===== src/rtl/frt_pkg.sv =====
package frt_pkg;

    localparam int OFS_W       = 10;
    localparam int REG_W       = 16;
    localparam int ADDR_W      = 3;
    localparam int CODE_W      = 4;
    localparam int SEL_W       = 3;
    localparam int NUM_PINS    = 4;
    localparam int NUM_Q       = 2;
    localparam int FLAGS_PER_Q = 4;
    localparam int NUM_FLAGS   = NUM_Q * FLAGS_PER_Q;
    localparam int NUM_OFS     = NUM_Q * 2;
    localparam int PAR_OVR_BIT = 11;

    typedef enum logic [ADDR_W-1:0] {
        CFG_AB_AE  = 3'd0,
        CFG_AB_AF  = 3'd1,
        CFG_BA_AE  = 3'd2,
        CFG_BA_AF  = 3'd3,
        CFG_PINMAP = 3'd4,
        CFG_GEN    = 3'd5,
        CFG_RSVD   = 3'd6,
        CFG_PARITY = 3'd7
    } cfg_addr_e;

    // Packed so that bit k of the struct is flag kind k.
    typedef struct packed {
        logic afull;
        logic full;
        logic aempty;
        logic empty;
    } qflags_t;

    typedef struct packed {
        logic [OFS_W-1:0] af;
        logic [OFS_W-1:0] ae;
    } thresh_t;

    localparam qflags_t QFLAGS_RST = '{afull: 1'b0, full: 1'b0, aempty: 1'b1, empty: 1'b1};

    function automatic logic route_flag(input logic [NUM_FLAGS-1:0] flags,
                                        input logic [SEL_W-1:0]     sel);
        return flags[sel];
    endfunction

    function automatic logic at_or_below(input int unsigned value,
                                         input int unsigned limit);
        return value <= limit;
    endfunction

endpackage


===== src/rtl/frt_cfg_regs.sv =====
module frt_cfg_regs
    import frt_pkg::*;
(
    input  logic              clk,
    input  logic              rst,
    input  logic              soft_clr,
    input  logic              we,
    input  logic [ADDR_W-1:0] addr,
    input  logic [REG_W-1:0]  wdata,
    output thresh_t           thr_ab,
    output thresh_t           thr_ba,
    output logic [REG_W-1:0]  pin_map,
    output logic              par_ovr
);

    logic [OFS_W-1:0] ofs_q [NUM_OFS];

    // Threshold registers: index i of the register file is threshold i.
    for (genvar i = 0; i < NUM_OFS; i++) begin : g_ofs
        always_ff @(posedge clk) begin
            if (rst || soft_clr) begin
                ofs_q[i] <= '0;
            end else if (we && addr == ADDR_W'(i)) begin
                ofs_q[i] <= wdata[OFS_W-1:0];
            end
        end
    end

    always_ff @(posedge clk) begin
        if (rst) begin
            pin_map <= '0;
        end else if (we && addr == CFG_PINMAP) begin
            pin_map <= wdata;
        end
    end

    always_ff @(posedge clk) begin
        if (rst) begin
            par_ovr <= 1'b0;
        end else if (we && addr == CFG_PARITY) begin
            par_ovr <= wdata[PAR_OVR_BIT];
        end
    end

    // Indices 5 and 6 are decoded nowhere: such writes land on no storage.
    assign thr_ab = '{af: ofs_q[int'(CFG_AB_AF)], ae: ofs_q[int'(CFG_AB_AE)]};
    assign thr_ba = '{af: ofs_q[int'(CFG_BA_AF)], ae: ofs_q[int'(CFG_BA_AE)]};

endmodule


===== src/rtl/frt_queue_flags.sv =====
module frt_queue_flags
    import frt_pkg::*;
#(
    parameter int DEPTH = 1024,
    localparam int CNT_W = $clog2(DEPTH + 1)
) (
    input  logic             clk,
    input  logic             rst,
    input  logic [CNT_W-1:0] level,
    input  thresh_t          thr,
    output qflags_t          flags
);

    localparam logic [CNT_W-1:0] FULL_CNT = CNT_W'(DEPTH);

    logic             empty_q, full_q;
    logic             ae_s1, af_s1;
    logic             ae_q, af_q;
    logic [CNT_W-1:0] free_words;

    assign free_words = FULL_CNT - level;

    // Stage 1: hard flags final here, almost flags captured raw.
    always_ff @(posedge clk) begin
        if (rst) begin
            empty_q <= QFLAGS_RST.empty;
            full_q  <= QFLAGS_RST.full;
            ae_s1   <= QFLAGS_RST.aempty;
            af_s1   <= QFLAGS_RST.afull;
        end else begin
            empty_q <= (level == '0);
            full_q  <= (level == FULL_CNT);
            ae_s1   <= at_or_below(32'(level), 32'(thr.ae));
            af_s1   <= at_or_below(32'(free_words), 32'(thr.af));
        end
    end

    // Stage 2: almost flags retimed one edge behind empty and full.
    always_ff @(posedge clk) begin
        if (rst) begin
            ae_q <= QFLAGS_RST.aempty;
            af_q <= QFLAGS_RST.afull;
        end else begin
            ae_q <= ae_s1;
            af_q <= af_s1;
        end
    end

    assign flags = '{afull: af_q, full: full_q, aempty: ae_q, empty: empty_q};

endmodule


===== src/rtl/frt_pin_mux.sv =====
module frt_pin_mux
    import frt_pkg::*;
(
    input  logic                 clk,
    input  logic                 rst,
    input  logic [NUM_FLAGS-1:0] flags,
    input  logic [REG_W-1:0]     pin_map,
    input  logic                 par_ovr,
    input  logic                 par_err,
    output logic [NUM_PINS-1:0]  pins
);

    logic [NUM_PINS-1:0] pin_nxt;
    logic                unused_alias_bits;

    for (genvar p = 0; p < NUM_PINS; p++) begin : g_pin
        logic routed;
        assign routed = route_flag(flags, pin_map[p*CODE_W +: SEL_W]);
        if (p == 0) begin : g_ovr
            assign pin_nxt[p] = par_ovr ? par_err : routed;
        end else begin : g_plain
            assign pin_nxt[p] = routed;
        end
    end

    // The top bit of each code is an alias bit and selects nothing.
    assign unused_alias_bits = ^{pin_map[15], pin_map[11], pin_map[7], pin_map[3]};

    always_ff @(posedge clk) begin
        if (rst) begin
            pins <= '0;
        end else begin
            pins <= pin_nxt;
        end
    end

endmodule


===== src/rtl/dual_queue_flag_router.sv =====
module dual_queue_flag_router
    import frt_pkg::*;
#(
    parameter int DEPTH = 1024,
    localparam int CNT_W = $clog2(DEPTH + 1)
) (
    input  logic                 clk,
    input  logic                 rst,
    input  logic                 soft_clr,
    input  logic                 cfg_we,
    input  logic [ADDR_W-1:0]    cfg_addr,
    input  logic [REG_W-1:0]     cfg_wdata,
    input  logic [CNT_W-1:0]     ab_level,
    input  logic [CNT_W-1:0]     ba_level,
    input  logic                 par_err,
    output logic [NUM_PINS-1:0]  flag_pins,
    output logic [NUM_FLAGS-1:0] status_flags
);

    thresh_t          thr_ab, thr_ba;
    logic [REG_W-1:0] pin_map;
    logic             par_ovr;

    thresh_t          thr_arr [NUM_Q];
    logic [CNT_W-1:0] lvl_arr [NUM_Q];
    qflags_t          qf_arr  [NUM_Q];

    frt_cfg_regs u_cfg (
        .clk      (clk),
        .rst      (rst),
        .soft_clr (soft_clr),
        .we       (cfg_we),
        .addr     (cfg_addr),
        .wdata    (cfg_wdata),
        .thr_ab   (thr_ab),
        .thr_ba   (thr_ba),
        .pin_map  (pin_map),
        .par_ovr  (par_ovr)
    );

    assign thr_arr[0] = thr_ab;
    assign thr_arr[1] = thr_ba;
    assign lvl_arr[0] = ab_level;
    assign lvl_arr[1] = ba_level;

    for (genvar q = 0; q < NUM_Q; q++) begin : g_queue
        frt_queue_flags #(.DEPTH(DEPTH)) u_flags (
            .clk   (clk),
            .rst   (rst),
            .level (lvl_arr[q]),
            .thr   (thr_arr[q]),
            .flags (qf_arr[q])
        );
        assign status_flags[q*FLAGS_PER_Q +: FLAGS_PER_Q] = qf_arr[q];
    end

    frt_pin_mux u_mux (
        .clk     (clk),
        .rst     (rst),
        .flags   (status_flags),
        .pin_map (pin_map),
        .par_ovr (par_ovr),
        .par_err (par_err),
        .pins    (flag_pins)
    );

endmodule


===== config.mk =====
export PLATFORM = sky130hd
export DESIGN_NAME = dual_queue_flag_router
export DESIGN_NICKNAME = d
export VERILOG_FILES = /design/src/rtl/frt_pkg.sv /design/src/rtl/frt_cfg_regs.sv /design/src/rtl/frt_queue_flags.sv /design/src/rtl/frt_pin_mux.sv /design/src/rtl/dual_queue_flag_router.sv
export SDC_FILE = /design/constraint.sdc
export NUM_CORES = 1
export LEC_CHECK = 0
export BUFFER_PORTS_ARGS = -buffer_cell sky130_fd_sc_hd__buf_2
export CAP_MARGIN = 20
export CORE_MARGIN = 2
export CORE_UTILIZATION = 58
export DETAILED_ROUTE_END_ITERATION = 6
export GPL_ROUTABILITY_DRIVEN = 1
export PLACE_DENSITY = 0.81
export SETUP_SLACK_MARGIN = 0.4
export SLEW_MARGIN = 40
export SYNTH_ARGS = -nofsm -noshare
export SYNTH_HDL_FRONTEND = slang
export SYNTH_SLANG_ARGS = --single-unit

===== constraint.sdc =====
create_clock -name clk -period 2.6 [get_ports clk]
set_input_delay 0.13 -clock clk [delete_from_list [all_inputs] [get_ports clk]]
set_output_delay 0.13 -clock clk [all_outputs]
set_load 0.005 [all_outputs]

==> flow_summary_export.csv, run 1 <==
group,metric,value,unit
cts,post-cts-setup-buffer-count,0,
cts,cts_tree,"yes",
cts,cts_made_buffers,9,
critical_path,cp-start-kind,"input pin",
power,p_per_area,557,mW/mm²
floorplanning,initial_core_util,0.599,
power,peakVddDrop,0.457,mV
flow_run,maxCapViolCount,0,
floorplanning,dieHeight,87.5,µm
floorplanning,dieArea,0.00766,mm²
critical_path,crit_path_top_delay_cell,"or3_1",
detailed_routing,drc,0,
synthesis,synth_most_common_cell,"inv_1",
timing,setup-violations-final,0,
detailed_routing,wire_per_inst,15.9,µm
cts,cts.path.max_buffers,2,
final_layout,drive_above_1_share,0.206,
synthesis,synth.top_cell.area_share,0.297,
placement,port_buffers,56,
timing,setup_tns,0,ns
detailed_routing,dr.pass1.iters,4,
timing,rsz0062_at_grt,"no",
synthesis,yosys.area.top_type,"edfxtp_1",
synthesis,synth_nets,481,
cts,cts_resized,0,
cts,holdBufCountCts,0,
grt,grt_pass1_wl,13900,µm
synthesis,ys_top_cells_by_count,"43 x inv_1, 42 x ha_1, 40 x and2_1, 40 x edfxtp_1, 34 x nand2_1",
synthesis,ys_ff_latch,69,
final_layout,utilization,0.681,
grt,grt_overflow_total,0,
grt,grt_pass1_vias,3025,
cts,numClockSinks,69,
cts,cts-root-buf,"clkbuf_8",
hold_path,worstHoldPathType,"in -> reg",
placement,dp_slack,0.362,ns
final_layout,multi_input_area,0.00203,mm²
synthesis,syn_area_per_cell,10.3,µm²
critical_path,cpPeakStageDelay,0.42,ns
timing,hold_viol_final,0,
timing,fin_crit_sh,0.718,
synthesis,synth_ff_type,"edfxtp_1",
synthesis,synth_area_leaders,"edfxtp_1 30%, dfxtp_1 14%, ha_1 13%",
synthesis,postSynth.asyncResetShare,0,
critical_path,crit_family,"compound AO/OA/AOI/OAI gates",
final_layout,n_fill_cell,541,
detailed_routing,vias,2999,
placement,gp_congestion,0.847,
floorplanning,core_area,0.00676,mm²
critical_path,arrival,2.13,ns
synthesis,syn_area,0.00405,mm²
synthesis,syn_inst,393,
grt,antenna_found_initial,0,
synthesis,yosysWarnings,0,
critical_path,crit_buf_inv,1,
timing,skew,0.00590,ns
timing,relSlewSlack,0.648,
final_layout,seqCellArea,0.00178,mm²
critical_path,path_cells,"buf_2, or3_1, nor2_1, xnor2_1, ha_1, a21o_1, a211oi_1, o211ai_1, a221oi_2",
floorplanning,row_count,30,
detailed_routing,drt_wl_total,8540,µm
critical_path,critPathMaxFanout,5,
final_layout,antenna_cells,0,
timing,final_max_slew_viol_count,0,
final_layout,synthToLayoutAreaGrowth,13.8,%
timing,period_needed,1.87,ns
grt,grt_max_degree,30,
synthesis,synth.yosys.seq_area_share,0.440,
grt,grtUsageTotal,0.243,
final_layout,fin_nets,539,
timing,fmax,535,MHz
floorplanning,dieWidth,87.5,µm
timing,fin_ws,0.732,ns
synthesis,synth.distinct_cells,45,
cts,cts_max_level,3,
status,status,"complete, no violations",
critical_path,end_kind,"register",
critical_path,cp_data_required_time,2.86,ns
cts,clock_latency,0.34,ns
placement,dp_hpwl,6480,µm
detailed_routing,drt_iter0_drc,171,
cts,clk_pin_slew,0.08,ns
detailed_routing,viasPerCell,5.60,
power,p_leak,0.00190,µW
floorplanning,io_pins,58,
timing,worst_pin_slew,0.528,ns
detailed_routing,ant_nets,0,
critical_path,path_class,"in -> reg",
synthesis,synth_edf_count,40,
final timing paths:
check                                               from                       end  slack [ns]  cells past startpoint
worst max-delay path                         ba_level[5]  g_queue[1].u_flags.af_s1        0.73                      9
worst min-delay path                       cfg_wdata[11]             u_cfg.par_ovr        0.01                      3
worst max register to register         u_cfg.ofs_q[0][1]  g_queue[0].u_flags.ae_s1        0.92                      7
worst min register to register  g_queue[0].u_flags.ae_s1   g_queue[0].u_flags.ae_q        0.42                      1
sequential cells by signal, summed over array words and instances, names as in the netlist:
signal,count
g_queue.u_flags.empty_q,2
g_queue.u_flags.ae_s1,2
u_mux.pins,4
g_queue.u_flags.ae_q,2
u_cfg.pin_map,12
g_queue.u_flags.af_q,2
g_queue.u_flags.af_s1,2
g_queue.u_flags.full_q,2
u_cfg.par_ovr,1
u_cfg.ofs_q,40
cells by family (layout without fill, tap and decap cells):
family	after synthesis	count (layout)	synth area share
muxes	13	13	0.0569
xor gates and xnor gates	16	16	0.0346
adders and majority gates	42	42	0.130
and+or+nand+nor	144	144	0.192
AOI/OAI and AO/OA	53	53	0.0869
buffers and inverters	56	119	0.0594
DFF	69	69	0.440
worst register-to-register path, cell delays in order (launching register included):
cell      delay (ns)
edfxtp_1        0.37
inv_1           0.07
ha_1            0.23
nor2b_1         0.14
o21a_1          0.17
o211ai_1        0.16
a221oi_1        0.11
o41ai_1         0.33
layout make-up:
cell class | instances | share of cell area
inverter | 43 | 0.0351
timing repair buffer | 60 | 0.0674
tap | 80 | 0.0217
clock buffer | 11 | 0.0353
sequential | 69 | 0.387
multi-input combinational | 268 | 0.440
clock inverter | 5 | 0.0136
power breakdown:
part           leakage, µW  switching [µW]  internal (µW)
logic              0.00111             203            162
clock network     0.000116             433            536
registers         0.000676            24.2           1210
total              0.00190             660           1910
placed cells by master, fill, tap and decap left out, drive strengths merged, types with 3 or more instances in the layout:
master,instances
nor3,13
o211ai,4
dfxtp,29
edfxtp,40
nand4,5
xnor2,11
clkbuf,11
a21oi,21
nand3,6
mux4,8
nor3b,3
ha,42
nor2b,7
o21a,4
mux2i,5
a211oi,3
inv,46
xor2,5
o21ai,8
nor2,19
and2,40
nand2,34
a221oi,3
buf,60
nand2b,4
metrics by stage:
stage | total power (µW) | std cells | hold slack, ns | area (µm²)
final | 2570 | 536 | 0.0105 | 4600
after global routing | 2680 | 536 | 0.00859 | 4600
after CTS | 2580 | 536 | 0.00254 | 4600
after detailed placement | 1620 | 520 | 0.370 | 4380
after global placement | 1600 | 520 | 0.362 | 4380
after floorplan | 1480 | 393 | 0.218 | 4050
layer usage:
| metal | track usage | vias to the layer above | wire length [µm] |
|---|---|---|---|
| met5 | 0 | - | 0 |
| met4 | 0.101 | 0 | 127 |
| li1 | - | 1489 | - |
| met2 | 0.397 | 77 | 4240 |
| met3 | 0.0584 | 13 | 484 |
| met1 | 0.311 | 1420 | 3680 |
No activity file was read; power rests on OpenSTA's default activity.
==> inputs of run 2 (changes only) <==
- CORE_UTILIZATION: 58 -> 52
- PLACE_DENSITY: 0.81 -> 0.76
- clock period: 2.6 -> 1.51 ns (I/O delays scaled with it)
==> run 2 against run 1 <==
Effect of this change: the flow now finishes with violations (negative setup slack); cell area up 14%; clock-buffer cell count unchanged; first-iteration DRC count is 23% lower; largest cell class unchanged; largest power group unchanged.
==> flow_summary_export.csv, run 2 (same netlist as run 1, synthesis figures left out) <==
group,metric,value,unit
status,status,"complete, but fails checks",
status,failed_checks,"negative setup slack",
critical_path,path_class,"reg -> reg",
final_layout,final_cell_mix,"53 x buf_2, 41 x inv_1, 40 x and2_1, 40 x ha_1, 40 x edfxtp_1",
power,power,4430,µW
power,p_per_area,843,mW/mm²
detailed_routing,drc,0,
placement,placed_area,0.00484,mm²
grt,grtUsageTotal,0.246,
grt,grt_pass1_vias,3218,
detailed_routing,ant_nets,0,
critical_path,cp-start-kind,"register",
cts,post-cts-setup-buffer-count,0,
final_layout,mostFrequentLayoutCell,"buf_2",
final_layout,synthToLayoutAreaGrowth,29.9,%
cts,cts_tree,"yes",
timing,setup-violations-final,4,
timing,hold_viol_final,0,
timing,worst_pin_slew,0.569,ns
cts,cts_made_buffers,9,
cts,clk_pin_slew,0.09,ns
power,p_sw_frac,0.281,
floorplanning,core_area,0.00765,mm²
timing,fmax,551,MHz
floorplanning,row_count,32,
grt,grt_overflow_total,0,
timing,rsz0062_at_grt,"yes",
final_layout,drive_above_1_share,0.353,
power,peakVddDrop,0.627,mV
hold_path,worstHoldPathType,"in -> reg",
cts,cts-root-buf,"clkbuf_8",
detailed_routing,drt_wl_total,10100,µm
timing,final_max_slew_viol_count,0,
final_layout,antenna_cells,0,
grt,antenna_found_initial,0,
detailed_routing,drt_iter0_drc,131,
critical_path,cp_data_required_time,1.80,ns
timing,fin_ws,-0.305,ns
floorplanning,dieWidth,92.2,µm
detailed_routing,wire_per_inst,16.9,µm
power,netSwitchingPower,1240,µW
cts,clock_latency,0.35,ns
placement,dp_hpwl,7370,µm
detailed_routing,vias,3269,
detailed_routing,viasPerCell,5.45,
critical_path,critPathMaxFanout,2,
placement,dp_cells,577,
grt,grt_pass1_wl,16100,µm
final_layout,largest_register_ffs,40,
cts,cts.path.max_buffers,2,
timing,relSlewSlack,0.621,
final_layout,utilization,0.688,
cts,numClockSinks,69,
timing,skew,0.0161,ns
cts,cts_max_level,3,
critical_path,arrival,2.10,ns
power,internal-power,3190,µW
floorplanning,initial_core_util,0.529,
flow_run,maxCapViolCount,0,
placement,gp_congestion,0.900,
timing,period_needed,1.81,ns
grt,grt_max_degree,22,
placement,port_buffers,56,
timing,fin_crit_sh,1.20,
power,seqPwrFrac,0.478,
power,power_frac_clock,0.330,
final_layout,final_area,0.00526,mm²
power,comb_power_share,0.192,
floorplanning,dieArea,0.00851,mm²
final_layout,final-instance-count-excl-fill,600,
floorplanning,io_pins,58,
critical_path,end_kind,"register",
final_layout,top_register,"u_cfg.ofs_q",
detailed_routing,dr.pass1.iters,4,
final_layout,reg.largest.list,"u_cfg.ofs_q (40), u_cfg.pin_map (12), u_mux.pins (4)",
power,p_leak,0.00216,µW
floorplanning,dieHeight,92.2,µm
final_layout,fin_nets,581,
critical_path,r2r_setup_slack,-0.30,ns
==> run 2: worst paths after layout <==
path / start / end / cells after the start
setup reg to reg: u_cfg.ofs_q[0][1] / g_queue[0].u_flags.ae_s1 / 8
hold reg to reg: g_queue[0].u_flags.ae_s1 / g_queue[0].u_flags.ae_q / 1
hold / removal: cfg_wdata[1] / u_cfg.pin_map[1] / 3
setup / recovery: u_cfg.ofs_q[0][1] / g_queue[0].u_flags.ae_s1 / 8
==> run 2: cell type report <==
cell class	count	area, µm²
multi-input combinational	269	2320
clock buffer	11	153
timing repair buffer	101	671
sequential	69	1790
tap	102	128
clock inverter	5	40.0
inverter	43	161
fill	568	2390
==> run 2: critical path, cell delays in order (launching register included) <==
cell      delay, ns
edfxtp_1       0.36
inv_1          0.07
ha_1           0.23
nor2b_1        0.13
o21a_1         0.16
o211ai_1       0.22
a221oi_2       0.10
o41ai_2        0.33
buf_4          0.17
==> run 2: what timing repair did <==
| action | CTS | global route |
|---|---|---|
| gates cloned | 0 | 1 |
| hold buffers | 6 | 0 |
| gates resized for setup | 24 | 11 |
| hold endpoints to repair | 6 | 0 |
| pin swaps | 11 | 14 |
| endpoints found under the setup margin | 10 | 11 |
==> run 2: layer usage <==
| layer | wire [µm] | track usage |
|---|---|---|
| met4 | 157 | 0.0734 |
| met3 | 458 | 0.0427 |
| met2 | 4920 | 0.406 |
| met1 | 4610 | 0.335 |
| met5 | 0 | 0 |
==> run 2: power groups by stage <==
stage          clock network [µW]  logic [µW]  registers, µW
2_1_floorplan                   0         437           2150
3_3_place_gp                    0         738           2160
3_5_place_dp                    0         762           2160
4_1_cts                      1480         812           2120
5_1_grt                      1550         940           2130
6_report                     1460         851           2120
==> run 2: through the flow <==
| step | hold WS (ns) | TNS, ns | worst slack (ns) |
|---|---|---|---|
| after floorplan | 0.163 | -0.312 | -0.200 |
| after global placement | 0.310 | -1.04 | -0.403 |
| after detailed placement | 0.317 | -1.31 | -0.466 |
| after CTS | 0.00909 | -0.358 | -0.268 |
| after global routing | 0.00278 | -0.763 | -0.371 |
| final | 0.0157 | -0.439 | -0.305 |
==> inputs of run 3 (changes only) <==
- ABC_AREA: not set -> 1
- CORE_MARGIN: 2 -> 3
- CORE_UTILIZATION: 52 -> 53
- PLACE_DENSITY: 0.76 -> 0.77
==> run 3 against run 2 <==
Effect of this change: the flow now finishes without violations; non-clock buffer count shrank 6; clock-buffer cell count grew 3; die area grew 7.8%; clock skew shrank 0.0076 ns; via count grew 16%.
==> flow_summary_export.csv, run 3 <==
group,metric,value,unit
final_layout,synthToLayoutAreaGrowth,30.3,%
detailed_routing,vias,3794,
floorplanning,initial_core_util,0.550,
final_layout,antenna_cells,0,
synthesis,synth_area_leaders,"edfxtp_1 28%, dfxtp_1 14%, ha_1 12%",
synthesis,synth_ff_type,"edfxtp_1",
critical_path,path_cells,"buf_8, inv_4, ha_4, nand2_4, nor2_4, nand2_4, xor2_1, inv_1, ha_4, nand2_4, nor2_4, nand2_1, nand3_1, nand2_1, nand2_1, a21oi_2",
synthesis,synth.yosys.seq_area_share,0.417,
grt,grtUsageTotal,0.247,
detailed_routing,dr.pass1.iters,5,
synthesis,ys_top_cells_by_count,"112 x inv_1, 68 x nor2_1, 66 x nand2_1, 42 x ha_1, 40 x edfxtp_1",
status,status,"complete, no violations",
critical_path,r2r_cells,11,
synthesis,syn_area,0.00427,mm²
timing,fin_ws,0.0638,ns
timing,relSlewSlack,0.716,
final_layout,utilization,0.717,
grt,grt_pass1_wl,17200,µm
final_layout,fin_nets,702,
critical_path,r2r_setup_slack,0.10,ns
critical_path,cp_data_required_time,1.75,ns
detailed_routing,viasPerCell,5.26,
critical_path,crit_family,"simple AND/OR/NAND/NOR gates",
timing,fmax,691,MHz
timing,final_max_slew_viol_count,0,
critical_path,setup.worst_path.start,"ab_level[1]",
synthesis,ys_ff_latch,69,
detailed_routing,wire_per_inst,15.4,µm
placement,dp_hpwl,7680,µm
power,power,4670,µW
synthesis,syn_inst,520,
grt,grt_pass1_vias,3681,
synthesis,postSynth.asyncResetShare,0,
critical_path,r2r_start,"u_cfg.ofs_q[3][2]",
power,p_leak,0.00266,µW
cts,cts-root-buf,"clkbuf_8",
floorplanning,row_count,32,
cts,clk_pin_slew,0.07,ns
placement,port_buffers,56,
synthesis,yosysWarnings,0,
placement,placed_area,0.00492,mm²
cts,cts_made_buffers,9,
detailed_routing,ant_nets,0,
grt,grt_max_degree,21,
floorplanning,dieHeight,95.8,µm
cts,clock_latency,0.34,ns
flow_run,maxCapViolCount,0,
critical_path,rr_endpoint,"g_queue[1].u_flags.af_s1",
final_layout,n_fill_cell,572,
timing,whs,0.0120,ns
detailed_routing,drt_wl_total,11100,µm
synthesis,synth_nets,608,
timing,rsz0062_at_grt,"yes",
detailed_routing,drc,0,
final_layout,mostFrequentLayoutCell,"inv_1",
final_layout,drive_above_1_share,0.312,
grt,antenna_found_initial,0,
floorplanning,core_area,0.00777,mm²
critical_path,cpPeakStageDelay,0.29,ns
timing,period_needed,1.45,ns
critical_path,cp_num_cells,16,
cts,cts.path.max_buffers,2,
placement,gp_congestion,0.881,
critical_path,cp-start-kind,"input pin",
synthesis,yosys.area.top_type,"edfxtp_1",
final_layout,largest_register_ffs,40,
final_layout,final_area,0.00557,mm²
placement,dp_slack,-0.330,ns
grt,grt_overflow_total,0,
timing,skew,0.00847,ns
synthesis,synth_most_common_cell,"inv_1",
final_layout,top_register,"u_cfg.ofs_q",
critical_path,end_kind,"register",
critical_path,arrival,1.68,ns
cts,cts_tree,"yes",
synthesis,synth_edf_count,40,
timing,setup-violations-final,0,
final_layout,reg.largest.list,"u_cfg.ofs_q (40), u_cfg.pin_map (12), u_mux.pins (4)",
power,peakVddDrop,0.627,mV
floorplanning,dieWidth,95.8,µm
critical_path,critPathMaxFanout,3,
final_layout,final_cell_mix,"101 x inv_1, 64 x nor2_1, 58 x nand2_1",
floorplanning,dieArea,0.00917,mm²
cts,cts_max_level,3,
power,p_per_area,839,mW/mm²
detailed_routing,drt_iter0_drc,290,
timing,fin_crit_sh,0.958,
critical_path,crit_path_top_delay_cell,"ha_4",
timing,hold_viol_final,0,
floorplanning,io_pins,58,
critical_path,cp-endpoint,"g_queue[0].u_flags.af_s1",
cts,numClockSinks,69,
synthesis,syn_area_per_cell,8.21,µm²
timing,worst_pin_slew,0.425,ns
critical_path,crit_buf_inv,3,
synthesis,synth.top_cell.area_share,0.281,
critical_path,path_class,"in -> reg",
synthesis,synth.distinct_cells,39,
hold_path,worstHoldPathType,"in -> reg",
==> run 3: changes by cell type after synthesis, moves of 13 or more <==
cell / delta
o21ai_0: +27
a21oi_1: +15
and2_1: -40
inv_1: +69
nand2_1: +32
nand3_1: +13
nor2_1: +49
==> run 3: worst min path at each step <==
stage | from | endpoint | cells after the start
floorplan | par_err | u_mux.pins[0] | 2
global placement | par_err | u_mux.pins[0] | 3
detailed placement | cfg_wdata[13] | u_cfg.pin_map[13] | 3
CTS | cfg_wdata[10] | u_cfg.pin_map[10] | 3
global route | cfg_wdata[14] | u_cfg.pin_map[14] | 3
finish | cfg_wdata[12] | u_cfg.pin_map[12] | 3
==> run 3: what timing repair did <==
| action | in CTS | in global routing |
|---|---|---|
| hold buffers | 2 | 0 |
| resized for setup | 46 | 31 |
| cloned | 0 | 0 |
| endpoints found under the setup margin | 4 | 9 |
| buffers inserted | 3 | 3 |
| pin swaps | 43 | 32 |
| endpoints found under the hold margin | 2 | 0 |
==> run 3: per-layer routing <==
layer / global-route usage / vias to the layer above / share of wire
met4: 0.0853 / 0 / 0.027
li1: - / 1864 / -
met5: 0 / - / 0
met1: 0.309 / 1751 / 0.41
met3: 0.0477 / 29 / 0.066
met2: 0.426 / 150 / 0.49
==> run 3: layout make-up <==
type                    instances  area [µm²]  share of cell area
flip-flops and latches         69        1790               0.321
well taps                     102         128              0.0229
clock buffers                  14         205              0.0369
clock inverters                 2        10.0             0.00180
inverters                     113         437              0.0784
multi-input cells             326        2360               0.424
repair buffers                 95         641               0.115
==> run 3: where the power goes <==
group          total [µW]  internal (µW)  leakage [µW]  switching (µW)
registers            2140           2090      0.000677            49.0
logic                 977            422       0.00187             555
clock network        1560            882      0.000113             675
==> run 3: cells by family (layout without fill, tap and decap cells) <==
family,after synthesis,in the layout,synth area share
AND/OR/NAND/NOR,192,192,0.220
AO/OA/AOI/OAI,80,80,0.0972
XOR/XNOR,12,12,0.0246
flip-flops,69,69,0.417
buffers and inverters,125,224,0.118
adder cells (fa/ha/maj),42,42,0.123
==> run 3: worst min-delay path: stages <==
cell     delay [ns]
buf_2          0.07
o21ai_0        0.07
a21oi_1        0.10
==> run 3: per-stage QoR <==
stage	cells	setup TNS, ns
2_1_floorplan	520	-0.0503
3_3_place_gp	697	-0.441
3_5_place_dp	697	-0.643
4_1_cts	718	0
5_1_grt	721	-0.0715
6_report	721	0
